File: src/rtl/sbc_pkg.sv
package sbc_pkg;
  localparam int NFU   = 5;
  localparam int TAG_W = 3;

  typedef enum logic [1:0] {
    CLS_ALU = 2'd0,
    CLS_LD  = 2'd1,
    CLS_ST  = 2'd2,
    CLS_FP  = 2'd3
  } fu_cls_e;

  localparam int U_ALU = 0;
  localparam int U_LD  = 1;
  localparam int U_ST  = 2;
  localparam int U_FP1 = 3;
  localparam int U_FP2 = 4;

  // true when tag t names a unit whose bit in g is set
  function automatic logic tag_hit(logic [TAG_W-1:0] t, logic [NFU-1:0] g);
    logic h;
    h = 1'b0;
    for (int u = 0; u < NFU; u++)
      if (t == TAG_W'(u + 1)) h = g[u];
    return h;
  endfunction
endpackage

File: src/rtl/sbc_regstat.sv
module sbc_regstat
  import sbc_pkg::*;
#(
  parameter int NREG  = 8,
  parameter int REG_W = $clog2(NREG)
) (
  input  logic             clk,
  input  logic             rst_n,
  input  logic [NFU-1:0]   wb_grant,
  input  logic             set_en,
  input  logic [REG_W-1:0] set_reg,
  input  logic [TAG_W-1:0] set_tag,
  output logic [TAG_W-1:0] tag_eff [NREG]
);
  logic [TAG_W-1:0] tag_q [NREG];

  // tags seen this cycle, with writebacks of this cycle already cleared
  always_comb
    for (int r = 0; r < NREG; r++)
      tag_eff[r] = tag_hit(tag_q[r], wb_grant) ? '0 : tag_q[r];

  always_ff @(posedge clk) begin
    if (!rst_n) begin
      for (int r = 0; r < NREG; r++) tag_q[r] <= '0;
    end else begin
      for (int r = 0; r < NREG; r++) begin
        if (tag_hit(tag_q[r], wb_grant)) tag_q[r] <= '0;
        if (set_en && set_reg == REG_W'(r)) tag_q[r] <= set_tag;
      end
    end
  end

  AST_WAW_FREE: assert property (@(posedge clk) disable iff (!rst_n)
    set_en |-> tag_eff[set_reg] == '0);
  AST_TAG_SET: assert property (@(posedge clk) disable iff (!rst_n)
    set_en |=> tag_q[$past(set_reg)] == $past(set_tag));
endmodule

File: src/rtl/sbc_age_pick.sv
module sbc_age_pick #(
  parameter int N = 5
) (
  input  logic         clk,
  input  logic         rst_n,
  input  logic [N-1:0] alloc_oh,
  input  logic [N-1:0] keep,
  input  logic [N-1:0] req,
  output logic [N-1:0] gnt
);
  // older_q[i][j] set: entry i was accepted before entry j
  logic [N-1:0] older_q [N];

  always_ff @(posedge clk) begin
    if (!rst_n) begin
      for (int i = 0; i < N; i++) older_q[i] <= '0;
    end else begin
      for (int k = 0; k < N; k++) begin
        if (alloc_oh[k]) begin
          older_q[k] <= '0;
          for (int j = 0; j < N; j++)
            if (j != k) older_q[j][k] <= keep[j];
        end
      end
    end
  end

  for (genvar i = 0; i < N; i++) begin : g_pick
    logic [N-1:0] beaten;
    always_comb
      for (int j = 0; j < N; j++) beaten[j] = req[j] & older_q[j][i];
    assign gnt[i] = req[i] & ~(|beaten);
  end

  AST_PICK_ONEHOT: assert property (@(posedge clk) disable iff (!rst_n)
    $onehot0(gnt));
  AST_PICK_LIVE: assert property (@(posedge clk) disable iff (!rst_n)
    (|req) |-> (|gnt));
endmodule

File: src/rtl/sbc_war_chk.sv
module sbc_war_chk #(
  parameter int N     = 5,
  parameter int REG_W = 3
) (
  input  logic [N-1:0]     wr_en,
  input  logic [REG_W-1:0] wr_reg [N],
  input  logic [N-1:0]     ra_en,
  input  logic [REG_W-1:0] ra [N],
  input  logic [N-1:0]     rb_en,
  input  logic [REG_W-1:0] rb [N],
  output logic [N-1:0]     war
);
  for (genvar u = 0; u < N; u++) begin : g_wr
    logic [N-1:0] hit;
    always_comb
      for (int e = 0; e < N; e++)
        hit[e] = (e != u) &&
                 ((ra_en[e] && ra[e] == wr_reg[u]) ||
                  (rb_en[e] && rb[e] == wr_reg[u]));
    assign war[u] = wr_en[u] & (|hit);
  end
endmodule

File: src/rtl/scoreboard_ctrl.sv
module scoreboard_ctrl
  import sbc_pkg::*;
#(
  parameter int NREG  = 8,
  parameter int OP_W  = 4,
  parameter int REG_W = $clog2(NREG)
) (
  input  logic             clk,
  input  logic             rst_n,
  input  logic             disp_valid,
  output logic             disp_ready,
  input  logic [1:0]       disp_cls,
  input  logic [OP_W-1:0]  disp_op,
  input  logic             disp_dst_en,
  input  logic [REG_W-1:0] disp_dst,
  input  logic             disp_s1_en,
  input  logic [REG_W-1:0] disp_s1,
  input  logic             disp_s2_en,
  input  logic [REG_W-1:0] disp_s2,
  output logic [TAG_W-1:0] disp_tag,
  input  logic [NFU-1:0]   fu_done,
  output logic [NFU-1:0]   issue_unit,
  output logic [OP_W-1:0]  issue_op,
  output logic             rd1_en,
  output logic [REG_W-1:0] rd1_addr,
  output logic             rd2_en,
  output logic [REG_W-1:0] rd2_addr,
  output logic [NFU-1:0]   wb_grant
);
  logic [NFU-1:0]   busy_q, iss_q, done_q, dsten_q, s1en_q, s2en_q;
  logic [OP_W-1:0]  op_q  [NFU];
  logic [REG_W-1:0] dst_q [NFU];
  logic [REG_W-1:0] s1_q  [NFU];
  logic [REG_W-1:0] s2_q  [NFU];
  logic [TAG_W-1:0] t1_q  [NFU];
  logic [TAG_W-1:0] t2_q  [NFU];

  logic [TAG_W-1:0] tag_eff [NREG];
  logic [NFU-1:0]   war, rdy, free_eff, want, alloc_oh, ra_en, rb_en;
  logic             fire, waw;

  // ---------------- writeback ----------------
  always_comb
    for (int u = 0; u < NFU; u++) begin
      ra_en[u] = busy_q[u] & ~iss_q[u] & s1en_q[u] & (t1_q[u] == '0);
      rb_en[u] = busy_q[u] & ~iss_q[u] & s2en_q[u] & (t2_q[u] == '0);
    end

  sbc_war_chk #(.N(NFU), .REG_W(REG_W)) war_i (
    .wr_en (busy_q & dsten_q),
    .wr_reg(dst_q),
    .ra_en (ra_en),
    .ra    (s1_q),
    .rb_en (rb_en),
    .rb    (s2_q),
    .war   (war)
  );

  assign wb_grant = busy_q & iss_q & done_q & ~war;

  // ---------------- dispatch ----------------
  assign free_eff = ~busy_q | wb_grant;

  always_comb begin
    want = '0;
    unique case (fu_cls_e'(disp_cls))
      CLS_ALU: want[U_ALU] = 1'b1;
      CLS_LD:  want[U_LD]  = 1'b1;
      CLS_ST:  want[U_ST]  = 1'b1;
      CLS_FP:  if (free_eff[U_FP1]) want[U_FP1] = 1'b1;
               else                 want[U_FP2] = 1'b1;
    endcase
  end

  always_comb begin
    disp_tag = '0;
    for (int u = 0; u < NFU; u++)
      if (want[u]) disp_tag = TAG_W'(u + 1);
  end

  assign waw        = disp_dst_en && (tag_eff[disp_dst] != '0);
  assign disp_ready = (|(want & free_eff)) && !waw;
  assign fire       = disp_valid && disp_ready;
  assign alloc_oh   = fire ? want : '0;

  sbc_regstat #(.NREG(NREG), .REG_W(REG_W)) regstat_i (
    .clk     (clk),
    .rst_n   (rst_n),
    .wb_grant(wb_grant),
    .set_en  (fire && disp_dst_en),
    .set_reg (disp_dst),
    .set_tag (disp_tag),
    .tag_eff (tag_eff)
  );

  // ---------------- issue ----------------
  always_comb
    for (int u = 0; u < NFU; u++)
      rdy[u] = busy_q[u] & ~iss_q[u] &
               ((t1_q[u] == '0) | tag_hit(t1_q[u], wb_grant)) &
               ((t2_q[u] == '0) | tag_hit(t2_q[u], wb_grant));

  sbc_age_pick #(.N(NFU)) pick_i (
    .clk     (clk),
    .rst_n   (rst_n),
    .alloc_oh(alloc_oh),
    .keep    (busy_q & ~wb_grant),
    .req     (rdy),
    .gnt     (issue_unit)
  );

  always_comb begin
    issue_op = '0; rd1_en = 1'b0; rd1_addr = '0; rd2_en = 1'b0; rd2_addr = '0;
    for (int u = 0; u < NFU; u++)
      if (issue_unit[u]) begin
        issue_op = op_q[u];
        rd1_en   = s1en_q[u]; rd1_addr = s1_q[u];
        rd2_en   = s2en_q[u]; rd2_addr = s2_q[u];
      end
  end

  // ---------------- unit status table ----------------
  always_ff @(posedge clk) begin
    if (!rst_n) begin
      busy_q <= '0; iss_q <= '0; done_q <= '0;
      dsten_q <= '0; s1en_q <= '0; s2en_q <= '0;
      for (int u = 0; u < NFU; u++) begin
        op_q[u] <= '0; dst_q[u] <= '0; s1_q[u] <= '0; s2_q[u] <= '0;
        t1_q[u] <= '0; t2_q[u] <= '0;
      end
    end else begin
      for (int u = 0; u < NFU; u++) begin
        if (alloc_oh[u]) begin
          busy_q[u]  <= 1'b1;
          iss_q[u]   <= 1'b0;
          done_q[u]  <= 1'b0;
          op_q[u]    <= disp_op;
          dsten_q[u] <= disp_dst_en;
          dst_q[u]   <= disp_dst;
          s1en_q[u]  <= disp_s1_en;
          s1_q[u]    <= disp_s1;
          s2en_q[u]  <= disp_s2_en;
          s2_q[u]    <= disp_s2;
          t1_q[u]    <= disp_s1_en ? tag_eff[disp_s1] : '0;
          t2_q[u]    <= disp_s2_en ? tag_eff[disp_s2] : '0;
        end else begin
          if (wb_grant[u]) begin
            busy_q[u] <= 1'b0; iss_q[u] <= 1'b0; done_q[u] <= 1'b0;
          end
          if (issue_unit[u]) iss_q[u] <= 1'b1;
          if (fu_done[u] && busy_q[u] && iss_q[u]) done_q[u] <= 1'b1;
          if (tag_hit(t1_q[u], wb_grant)) t1_q[u] <= '0;
          if (tag_hit(t2_q[u], wb_grant)) t2_q[u] <= '0;
        end
      end
    end
  end

  for (genvar u = 0; u < NFU; u++) begin : g_chk
    AST_WB_FREES: assert property (@(posedge clk) disable iff (!rst_n)
      (wb_grant[u] && !alloc_oh[u]) |=> !busy_q[u]);
    AST_NO_OVERWRITE: assert property (@(posedge clk) disable iff (!rst_n)
      alloc_oh[u] |-> (!busy_q[u] || wb_grant[u]));
    AST_ISSUE_ONCE: assert property (@(posedge clk) disable iff (!rst_n)
      issue_unit[u] |=> (iss_q[u] || !busy_q[u]));
  end
endmodule

File: config.mk
export PLATFORM = sky130hd
export DESIGN_NAME = scoreboard_ctrl
export DESIGN_NICKNAME = d
export VERILOG_FILES = /design/src/rtl/sbc_pkg.sv /design/src/rtl/sbc_regstat.sv /design/src/rtl/sbc_age_pick.sv /design/src/rtl/sbc_war_chk.sv /design/src/rtl/scoreboard_ctrl.sv
export SDC_FILE = /design/constraint.sdc
export NUM_CORES = 1
export LEC_CHECK = 0
export ABC_AREA = 1
export BUFFER_PORTS_ARGS = -buffer_cell sky130_fd_sc_hd__buf_2
export CORE_MARGIN = 2
export CORE_UTILIZATION = 40
export CTS_CLUSTER_SIZE = 14
export DETAILED_ROUTE_END_ITERATION = 8
export SYNTH_ARGS = -nofsm -noshare
export SYNTH_HDL_FRONTEND = slang
export SYNTH_SLANG_ARGS = --single-unit
File: constraint.sdc
create_clock -name clk -period 4.5 [get_ports clk]
set_input_delay 0.9 -clock clk [delete_from_list [all_inputs] [get_ports clk]]
set_output_delay 0.9 -clock clk [all_outputs]
set_load 0.01 [all_outputs]
Yosys cells after proc, flatten, opt, wreduce, memory -nomap -nowiden. Memories as Yosys holds them, arrays and structs flattened. Cells that the tools add are included.

Bits in writable memories: 99. Latch bits: 0. Bits in read-only memories: 0. Memories: 5. Output and inout port bits: 26. Bits in registers: 75.

Div/mod/pow operators: 0. $lt $le $gt $ge: 3. Bitwise gates (word level): 180. Mux-type cells: 374. Add/sub/neg operators: 0. Multiply operators: 0. Reductions and logical operators: 127. Shifts and indexed selects: 0. Equal/unequal tests: 140.

Memories: pick_i.older_q (words 5, bits a word 5, rd ports 5, clocked after Yosys merged registers in 0, write ports 5, RTL line sbc_age_pick.sv:12) `logic [N-1:0] older_q [N];`; regstat_i.tag_q (words 8, bits a word 3, rd ports 8, clocked after Yosys merged registers in 0, write ports 8, RTL line sbc_regstat.sv:15) `logic [TAG_W-1:0] tag_q [NREG];`; op_q (words 5, bits a word 4, rd ports 5, clocked after Yosys merged registers in 0, write ports 5, RTL line scoreboard_ctrl.sv:31) `logic [OP_W-1:0] op_q [NFU];`; t1_q (words 5, bits a word 3, rd ports 5, clocked after Yosys merged registers in 0, write ports 5, RTL line scoreboard_ctrl.sv:35) `logic [TAG_W-1:0] t1_q [NFU];`; t2_q (words 5, bits a word 3, rd ports 5, clocked after Yosys merged registers in 0, write ports 5, RTL line scoreboard_ctrl.sv:36) `logic [TAG_W-1:0] t2_q [NFU];`.

Operators with widths (number): two-way mux 1 bit (289); two-way mux 3 bit (67); == test 3 bit (40); == test 3 bit (second input constant) (40); == test 3 x 2 -> 1 bit (second input constant) (38); OR 1 bit (86); AND 1 bit (70); logical AND 1 bit (62); == test 3 x 1 -> 1 bit (second input constant) (19); two-way mux 4 bit (11); logical NOT 3 bit (11); AND 5 bit (6); nonzero test 2 bit (15); OR reduction 5 bit (6); binary-select mux 3 bit (select 3 bit) (3); logical OR 1 bit (20); OR reduction 4 bit (5); inverter 5 bit (3); >= comparator 4 bit (second input constant) (3); inverter 3 -> 4 bit (3); inverter 1 bit (11); two-way mux 5 bit (2); OR reduction 2 bit (5); OR 5 bit (1); other kinds (6) (8).

Logic depth before layout (Yosys ltp). Gate-level depths: netlist of the first run.

Word-level depth: 32. Mapped depth: 29. Mapped depth without buffers: 28.

By module. From an unflattened synthesis of the first run, not the netlist that was laid out.

Cells, all modules: 1749. Area total of the unflattened synthesis: 11213.3 µm².

Modules (own cells, without submodules): scoreboard_ctrl (instances 1, area an instance 6434.9 µm², cells an instance 842); sbc_war_chk (instances 1, area an instance 2172.1 µm², cells an instance 549); sbc_regstat (instances 1, area an instance 1624.1 µm², cells an instance 231); sbc_age_pick (instances 1, area an instance 982.2 µm², cells an instance 127).

Least setup slack after synthesis of the first run. Ideal clock, no wire load.

Path kind: register -> output. From: memory t1_q[3][0]. To: output issue_op[0]. Buffers on the path: 1. Required time: 3600 ps. Setup slack: 836 ps. Cell stages (with the launch flop): 24. Arrival: 2764 ps. Path through: edfxtp_1 inv_1 nand3_1 nor2_1 nand3_1 nand2_1 nor2_1 nand2_2 nand2_4 nand2_4 inv_1 o2111ai_1 o21ai_1 nor2_2 nand2_1 and3_4 nand2_1 nand2_1 nor2_2 inv_1 buf_6 nand2_1 inv_1 a21oi_1.

RTL lines: start, declared (RTL line scoreboard_ctrl.sv:35); end, declared (RTL line scoreboard_ctrl.sv:23) `output logic [OP_W-1:0] issue_op,`.

==> impl_metrics.csv, run 1 <==
group,metric,value,unit
clock_network,clk_path_buf_depth,2,
pwr,max-vdd-ir-drop,0.000249,V
worst_setup_path,required,3.60,ns
worst_hold_path,min_path_type,"reg2reg",
logic_synthesis,synthCells,1644,
placed_design,dp_hpwl,32.5,mm
route,drt_wl_total,44.5,mm
die,core-area,28600,µm²
logic_synthesis,avgSynthCellArea,7.04,µm²
worst_setup_path,critPathMaxFanout,8,
final_layout,nets,1855,
worst_setup_path,crit_type,"reg2out",
worst_setup_path,crit_end,"rd1_addr[2]",
global_route,grtUsageTotal,28.5,%
sta,finalSetupViolCount,12,
route,drc,0,
clock_network,clock_latency,0.46,ns
logic_synthesis,netlist_area,11600,µm²
final_layout,final_layout_size_suffix_gt1_share,27.0,%
route,num_vias,12386,
worst_setup_path,r2r_start,"t1_q[2][2]",
worst_setup_path,r2r_setup_slack,0.28,ns
logic_synthesis,ys_seq_elements,169,
die,rows,62,
sta,fin_ws,-0.111,ns
clock_network,postCtsHoldBufs,0,
logic_synthesis,ys_warn_count,0,
sta,fin_crit,4.61,ns
global_route,overflow,0,
clock_network,htree_levels,4,
global_route,grt_max_degree,27,
sta,fin_worst_skew,0.0172,ns
sta,fin_crit_sh,102,%
die,ios,52,
sta,max_slew_margin,47.5,%
worst_setup_path,arrival,3.71,ns
clock_network,cts_root_buf,"clkbuf_16",
pwr,p_leak,6.29,nW
die,die_y,174,µm
pwr,power_density,267,nW/µm²
die,start_util,40.4,%
route,firstDrtPassIters,8,
worst_setup_path,endpoint_kind,"primary output",
flow_run,maxCapViolCount,0,
logic_synthesis,synth_cell_types,49,
logic_synthesis,synth_top_cell_by_area,"edfxtp_1",
clock_network,clk_pin_slew_worst_paths,0.08,ns
final_layout,syn_to_final_growth,26.4,%
sta,rsz0062_at_grt,"true",
placed_design,port_buffers,51,
placed_design,routabilityCongestion,0.994,
sta,tightest_slew,0.787,ns
sta,hold_viol,0,
outcome,failed_checks,"negative setup slack",
route,drtIter0Drc,1332,
clock_network,cts.sinks,169,
die,fp.dieW,174,µm
global_route,antenna_found_initial,1,
worst_setup_path,r2r_cells,22,
route,viasPerCell,5.57,
sta,fmax,217,MHz
clock_network,numCtsBuffers,17,
worst_setup_path,rr_endpoint,"regstat_i.tag_q[0][0]",
global_route,grt_pass1_vias,11540,
logic_synthesis,synth_area_leaders,"edfxtp_1, dfxtp_1, nand2_1",
die,die_area,30300,µm²
clock_network,cts_tree,"yes",
global_route,grt_pass1_wl,66.3,mm
pwr,total_power,0.00391,W
logic_synthesis,yosysSeqAreaShare,36.6,%
final_layout,mostFrequentLayoutCells,"nand2_1, nor2_1, inv_1",
sta,final_max_slew_viol_count,0,
final_layout,fin_util,51.1,%
outcome,outcome,"finished, violations left",
logic_synthesis,syn_nets,1675,
route,antenna_left,0,
logic_synthesis,yosys.area.top_type_share,22.0,%
final_layout,final_common_cell,"nand2_1",
worst_setup_path,critPathLaunchType,"flip-flop",
worst_setup_path,crit_start,"t1_q[2][1]",
route,post_drt_wl_per_cell,20.0,µm
-- cells by family after synthesis --
kind of cell    synth area share, %
simple gates                   37.1
fa+ha+maj                     0.540
flops                          36.6
compound gates                 8.98
buf+inv                        11.3
xor+xnor                       5.52
-- what timing repair did --
action	in CTS	in global routing
buffers inserted	24	31
endpoints found under the hold margin	0	0
pin swaps	15	43
gates resized for setup	85	104
cloned	0	3
setup endpoints to repair	15	14
-- Yosys cell counts, drive strengths merged --
| cell type | count |
|---|---|
| nand2 | 400 |
| inv | 222 |
| nor2 | 212 |
| nand3 | 190 |
| edfxtp | 85 |
| dfxtp | 84 |
| xnor2 | 72 |
| nand4 | 59 |
| a21oi | 57 |
| buf | 55 |
| nor3 | 51 |
| o21ai | 45 |
| o22ai | 38 |
| clkbuf | 20 |
| o211ai | 14 |
| and3 | 6 |
| o2111ai | 6 |
| a32oi | 5 |
| ha | 5 |
| nand3b | 4 |
| nor4 | 4 |
| a21boi | 2 |
| a31oi | 2 |
| a211oi | 1 |
| a221oi | 1 |
| and2 | 1 |
| clkinv | 1 |
| o41ai | 1 |
| xor2 | 1 |
-- critical path, cell delays in order, from the launching register on --
cell,delay [ns]
edfxtp_1,0.42
inv_2,0.14
nand3_4,0.11
nor2_4,0.17
nand3_1,0.09
nand2_1,0.09
nor2_2,0.05
nand2_2,0.12
a21boi_4,0.11
inv_4,0.12
buf_4,0.12
o22ai_1,0.06
nor2_1,0.09
nand2_1,0.07
a21oi_2,0.23
nand2_2,0.18
nand4_1,0.14
nand2_1,0.09
nor2_4,0.11
buf_12,0.13
buf_8,0.13
nand3_2,0.07
nand3_2,0.06
nand2_1,0.05
a21oi_1,0.14
buf_2,0.15
-- worst min path at each step --
stage,startpoint,endpoint,slack (ns),depth (start not counted)
5_1_grt,dsten_q[2],dsten_q[2],0.48,2
4_1_cts,dsten_q[3],dsten_q[3],0.46,2
6_report,dsten_q[2],dsten_q[2],0.46,2
2_1_floorplan,dsten_q[0],dsten_q[0],0.43,2
3_5_place_dp,dsten_q[3],dsten_q[3],0.45,2
3_3_place_gp,dsten_q[3],dsten_q[3],0.44,2
-- registers in the layout, indices dropped and copies added, names as in the netlist --
register,cells
busy_q,5
s1en_q,5
dsten_q,5
done_q,5
iss_q,5
s2en_q,5
t2_q,15
regstat_i.tag_q,24
dst_q,15
s1_q,15
pick_i.older_q,20
s2_q,15
op_q,20
t1_q,15
-- routing by layer --
layer	up-vias	global-route usage, %	part of all wire, %
li1	5787	-	-
met2	683	45.6	45
met5	-	0	0
met4	0	10.5	3.7
met3	119	5.93	9.1
met1	5797	38.1	42
-- through the flow --
step | worst slack, ns | hold slack [ns] | TNS (ns) | instances | instance area (µm²)
after detailed placement | -0.00176 | 0.445 | -0.00176 | 2131 | 12900
after global routing | -0.261 | 0.477 | -2.77 | 2222 | 14600
final | -0.111 | 0.463 | -0.887 | 2222 | 14600
after global placement | 0.000789 | 0.439 | 0 | 2131 | 12900
after floorplan | 0.836 | 0.428 | 0 | 1644 | 11600
after CTS | 0.00154 | 0.463 | 0 | 2187 | 14000
-- where the power goes --
group          switching (W)  internal (W)  total (W)
Sequential         0.0000523       0.00168    0.00173
Combinational       0.000384      0.000193   0.000577
Clock               0.000750      0.000853    0.00160
Total                0.00119       0.00273    0.00391
-- area by class of cell --
cell class	count	area, µm²
timing repair buffer	236	1890
clock inverter	15	204
multi-input combinational	1177	6500
antenna	1	2.50
fill	2821	14000
sequential	169	4270
tap	384	480
inverter	223	855
clock buffer	17	425
(Power assumes the default switching activity.)
==> run 2, diff against run 1 <==
--- a/config.mk
+++ b/config.mk
@@ -5,7 +5,6 @@
 export SDC_FILE = /design/constraint.sdc
 export NUM_CORES = 1
 export LEC_CHECK = 0
-export ABC_AREA = 1
 export BUFFER_PORTS_ARGS = -buffer_cell sky130_fd_sc_hd__buf_2
 export CORE_MARGIN = 2
 export CORE_UTILIZATION = 40
==> constraint.sdc (replaced) <==
create_clock -name clk -period 4.5 [get_ports clk]
set_input_delay 0.9 -clock clk [delete_from_list [all_inputs] [get_ports clk]]
set_output_delay 0.9 -clock clk [all_outputs]
set_load 0.05 [all_outputs]
==> run 2 against run 1 <==
Compared with the run above:
- the run still ends with negative setup slack left
- worst setup slack worse by 0.87 ns
- sequential share of layout area down 5.2 points
- cell count decreased by 5.4%
- non-clock buffer count rose by 195
- routed wire length rose by 22%
- register-to-register slack worse by 0.41 ns
- count of clock-buffer cells in the layout grew 4
- hold slack gained 0.0083 ns
- flip-flop and latch count unchanged
- synthesized area increased by 1.8%
- cell area increased by 22%
- critical path type unchanged
- highest routed layer unchanged
==> impl_metrics.csv, run 2 <==
group,metric,value,unit
outcome,outcome,"finished, violations left",
outcome,failed_checks,"negative setup slack",
placed_design,place_ws,-1.00,ns
final_layout,syn_to_final_growth,51.8,%
logic_synthesis,yosysSeqAreaShare,35.9,%
global_route,antenna_found_initial,0,
logic_synthesis,synth_cell_types,86,
sta,finalSetupViolCount,102,
final_layout,regMostFlops,"regstat_i.tag_q",
clock_network,cts_root_buf,"clkbuf_16",
worst_setup_path,endpoint_kind,"primary output",
worst_setup_path,cp_common_cell,"buf_6",
clock_network,clk_path_buf_depth,2,
clock_network,clock_latency,0.46,ns
worst_setup_path,crit_chain,"nor2_2 -> nand4_1 -> buf_6 -> buf_4 -> o22ai_2 -> o41a_1 -> or2_4 -> clkinvlp_4 -> a211oi_4 -> a2111oi_4 -> buf_6 -> a221o_1 -> a221o_2 -> and3_4 -> a211oi_4 -> o31ai_4 -> buf_6",
route,viasPerCell,6.30,
logic_synthesis,yosys.cell_count.top_type,"xnor2_1",
route,antenna_left,0,
worst_setup_path,critPathLaunchType,"flip-flop",
route,drtIter0Drc,1680,
placed_design,dp_hpwl,38.8,mm
final_layout,nets,1735,
clock_network,postCtsHoldBufs,0,
route,num_vias,13242,
global_route,grt_pass1_wl,79.3,mm
worst_setup_path,critPathSlowestCell,"a221o_2",
logic_synthesis,avgSynthCellArea,8.54,µm²
sta,max_slew_margin,33.7,%
logic_synthesis,ys_seq_elements,169,
route,firstDrtPassIters,5,
final_layout,reg.largest.list,"regstat_i.tag_q: 24 flops, op_q: 20 flops, pick_i.older_q: 20 flops",
pwr,pwr-share-seq,43.4,%
pwr,power_density,225,nW/µm²
clock_network,numCtsBuffers,17,
final_layout,finalInstanceArea,17900,µm²
sta,whs,0.472,ns
pwr,p_sw_share,30.3,%
placed_design,port_buffers,51,
clock_network,clk_pin_slew_worst_paths,0.07,ns
logic_synthesis,synthCells,1380,
sta,fin_worst_skew,0.0119,ns
final_layout,fin_util,62.0,%
pwr,intPower,0.00280,W
worst_setup_path,critPathMaxFanout,6,
final_layout,diodes,0,
clock_network,cts.sinks,169,
logic_synthesis,synth_edf_count,85,
logic_synthesis,synth_top_cell_by_area,"edfxtp_1",
global_route,grt_max_degree,70,
logic_synthesis,synth_top_flop_cell,"edfxtp_1",
logic_synthesis,yosys-top-cells-count,"xnor2_1, nand2_1, nand3_1",
worst_hold_path,min_path_type,"reg2reg",
logic_synthesis,netlist_area,11800,µm²
global_route,overflow,0,
worst_setup_path,slowest_delay,0.45,ns
worst_setup_path,path_delay_family,"compound AO/OA/AOI/OAI gates",
pwr,p_leak,7.02,nW
worst_setup_path,critical_path_buf_inv_count,5,
logic_synthesis,synth_area_leaders,"edfxtp_1, dfxtp_1, xnor2_1",
global_route,grt_pass1_vias,12532,
route,drt_wl_total,54.4,mm
sta,hold_viol,0,
clock_network,htree_levels,4,
pwr,p_clk_share,35.7,%
final_layout,largest_register_ffs,24,
sta,tns,-19.78,ns
final_layout,mostFrequentLayoutCells,"buf_4, xnor2_1, nand2_1",
sta,rsz0062_at_grt,"true",
final_layout,final_layout_size_suffix_gt1_share,42.3,%
clock_network,cts_tree,"yes",
worst_setup_path,crit_type,"reg2out",
flow_run,maxCapViolCount,0,
sta,fin_ws,-0.983,ns
sta,fin_crit,5.48,ns
die,die_area,30900,µm²
die,fp.dieW,176,µm
logic_synthesis,yosys.area.top_type_share,21.7,%
die,core-area,28900,µm²
sta,fin_crit_sh,122,%
final_layout,final_common_cell,"buf_4",
logic_synthesis,ys_warn_count,0,
logic_synthesis,syn_nets,1411,
route,drc,0,
sta,final_max_slew_viol_count,0,
global_route,grtUsageTotal,34.6,%
placed_design,routabilityCongestion,1.03,
logic_synthesis,async_flop_share,0,%
worst_setup_path,arrival,4.58,ns
die,start_util,40.8,%
pwr,p_sw,0.00122,W
route,post_drt_wl_per_cell,25.9,µm
pwr,max-vdd-ir-drop,0.000285,V
sta,tightest_slew,0.995,ns
placed_design,place_area,14900,µm²
pwr,power_frac_comb,20.9,%
die,die_y,176,µm
sta,fmax,182,MHz
worst_setup_path,required,3.60,ns
die,rows,62,
die,ios,52,
[run 2: cell count changes after synthesis, moves of 26 or more]
cell,delta
nand2_1,-260
inv_1,-131
nor2_1,-100
nand3_1,-89
xnor2_1,+48
clkbuf_1,+44
nand4_1,-44
mux2i_1,+39
o31ai_1,+34
a211oi_1,+32
buf_2,+26
inv_2,-26
[run 2: cell families (layout without fill, tap and decap cells)]
logic type / Yosys count / after routing / share of synthesized area [%]
and+or+nand+nor: 485 / 485 / 20.7
AOI/OAI and AO/OA: 361 / 362 / 22.1
buffers and inverters: 194 / 530 / 7.16
DFF: 169 / 169 / 35.9
xor gates and xnor gates: 120 / 120 / 8.92
muxes: 46 / 46 / 4.65
adders and majority gates: 5 / 5 / 0.531
[run 2: path summary, 6_finish.rpt]
kind	from	slack, ns	endpoint	cells after the start
worst max-delay path	t2_q[2][1]	-0.98	issue_op[2]	17
worst min-delay path	dsten_q[2]	0.47	dsten_q[2]	2
worst max register to register	busy_q[2]	-0.13	s2_q[4]	21
worst min register to register	dsten_q[2]	0.47	dsten_q[2]	2
[run 2: cell type report]
type                            instances  area (µm²)
Clock buffer                           21         450
Clock inverter                         11        97.6
Fill cell                            2365       11000
Inverter                               67         277
Multi-Input combinational cell       1018        8230
Sequential cell                       169        4300
Tap cell                              384         480
Timing Repair Buffer                  431        4060
[run 2: routing by layer]
metal	wire (µm)	vias up	track usage, %
met4	2790	0	16.9
li1	-	5779	-
met3	5130	198	6.75
met1	21900	6426	45.7
met5	0	-	0
met2	24700	839	54.3
[run 2: repair_timing]
action / CTS / global route
endpoints found under the setup margin: 200 / 247
gates resized for setup: 220 / 163
gates cloned: 9 / 3
buffers inserted: 55 / 28
pin swaps: 51 / 51
[run 2: stage by stage]
step                power (W)  std cells
floorplan             0.00213       1380
global placement      0.00243       1984
detailed placement    0.00244       1984
CTS                   0.00392       2075
global route          0.00413       2101
finish                0.00402       2101
[run 2: power groups by stage]
stage | clock network, W | registers [W] | logic, W
3_5_place_dp | 0 | 0.00177 | 0.000665
3_3_place_gp | 0 | 0.00177 | 0.000663
6_report | 0.00143 | 0.00175 | 0.000842
2_1_floorplan | 0 | 0.00174 | 0.000383
5_1_grt | 0.00149 | 0.00175 | 0.000884
4_1_cts | 0.00143 | 0.00174 | 0.000746
[run 2: tightest hold or removal path: stages (launching register included)]
cell,delay [ns]
dfxtp_1,0.32
inv_1,0.05
o22ai_1,0.05
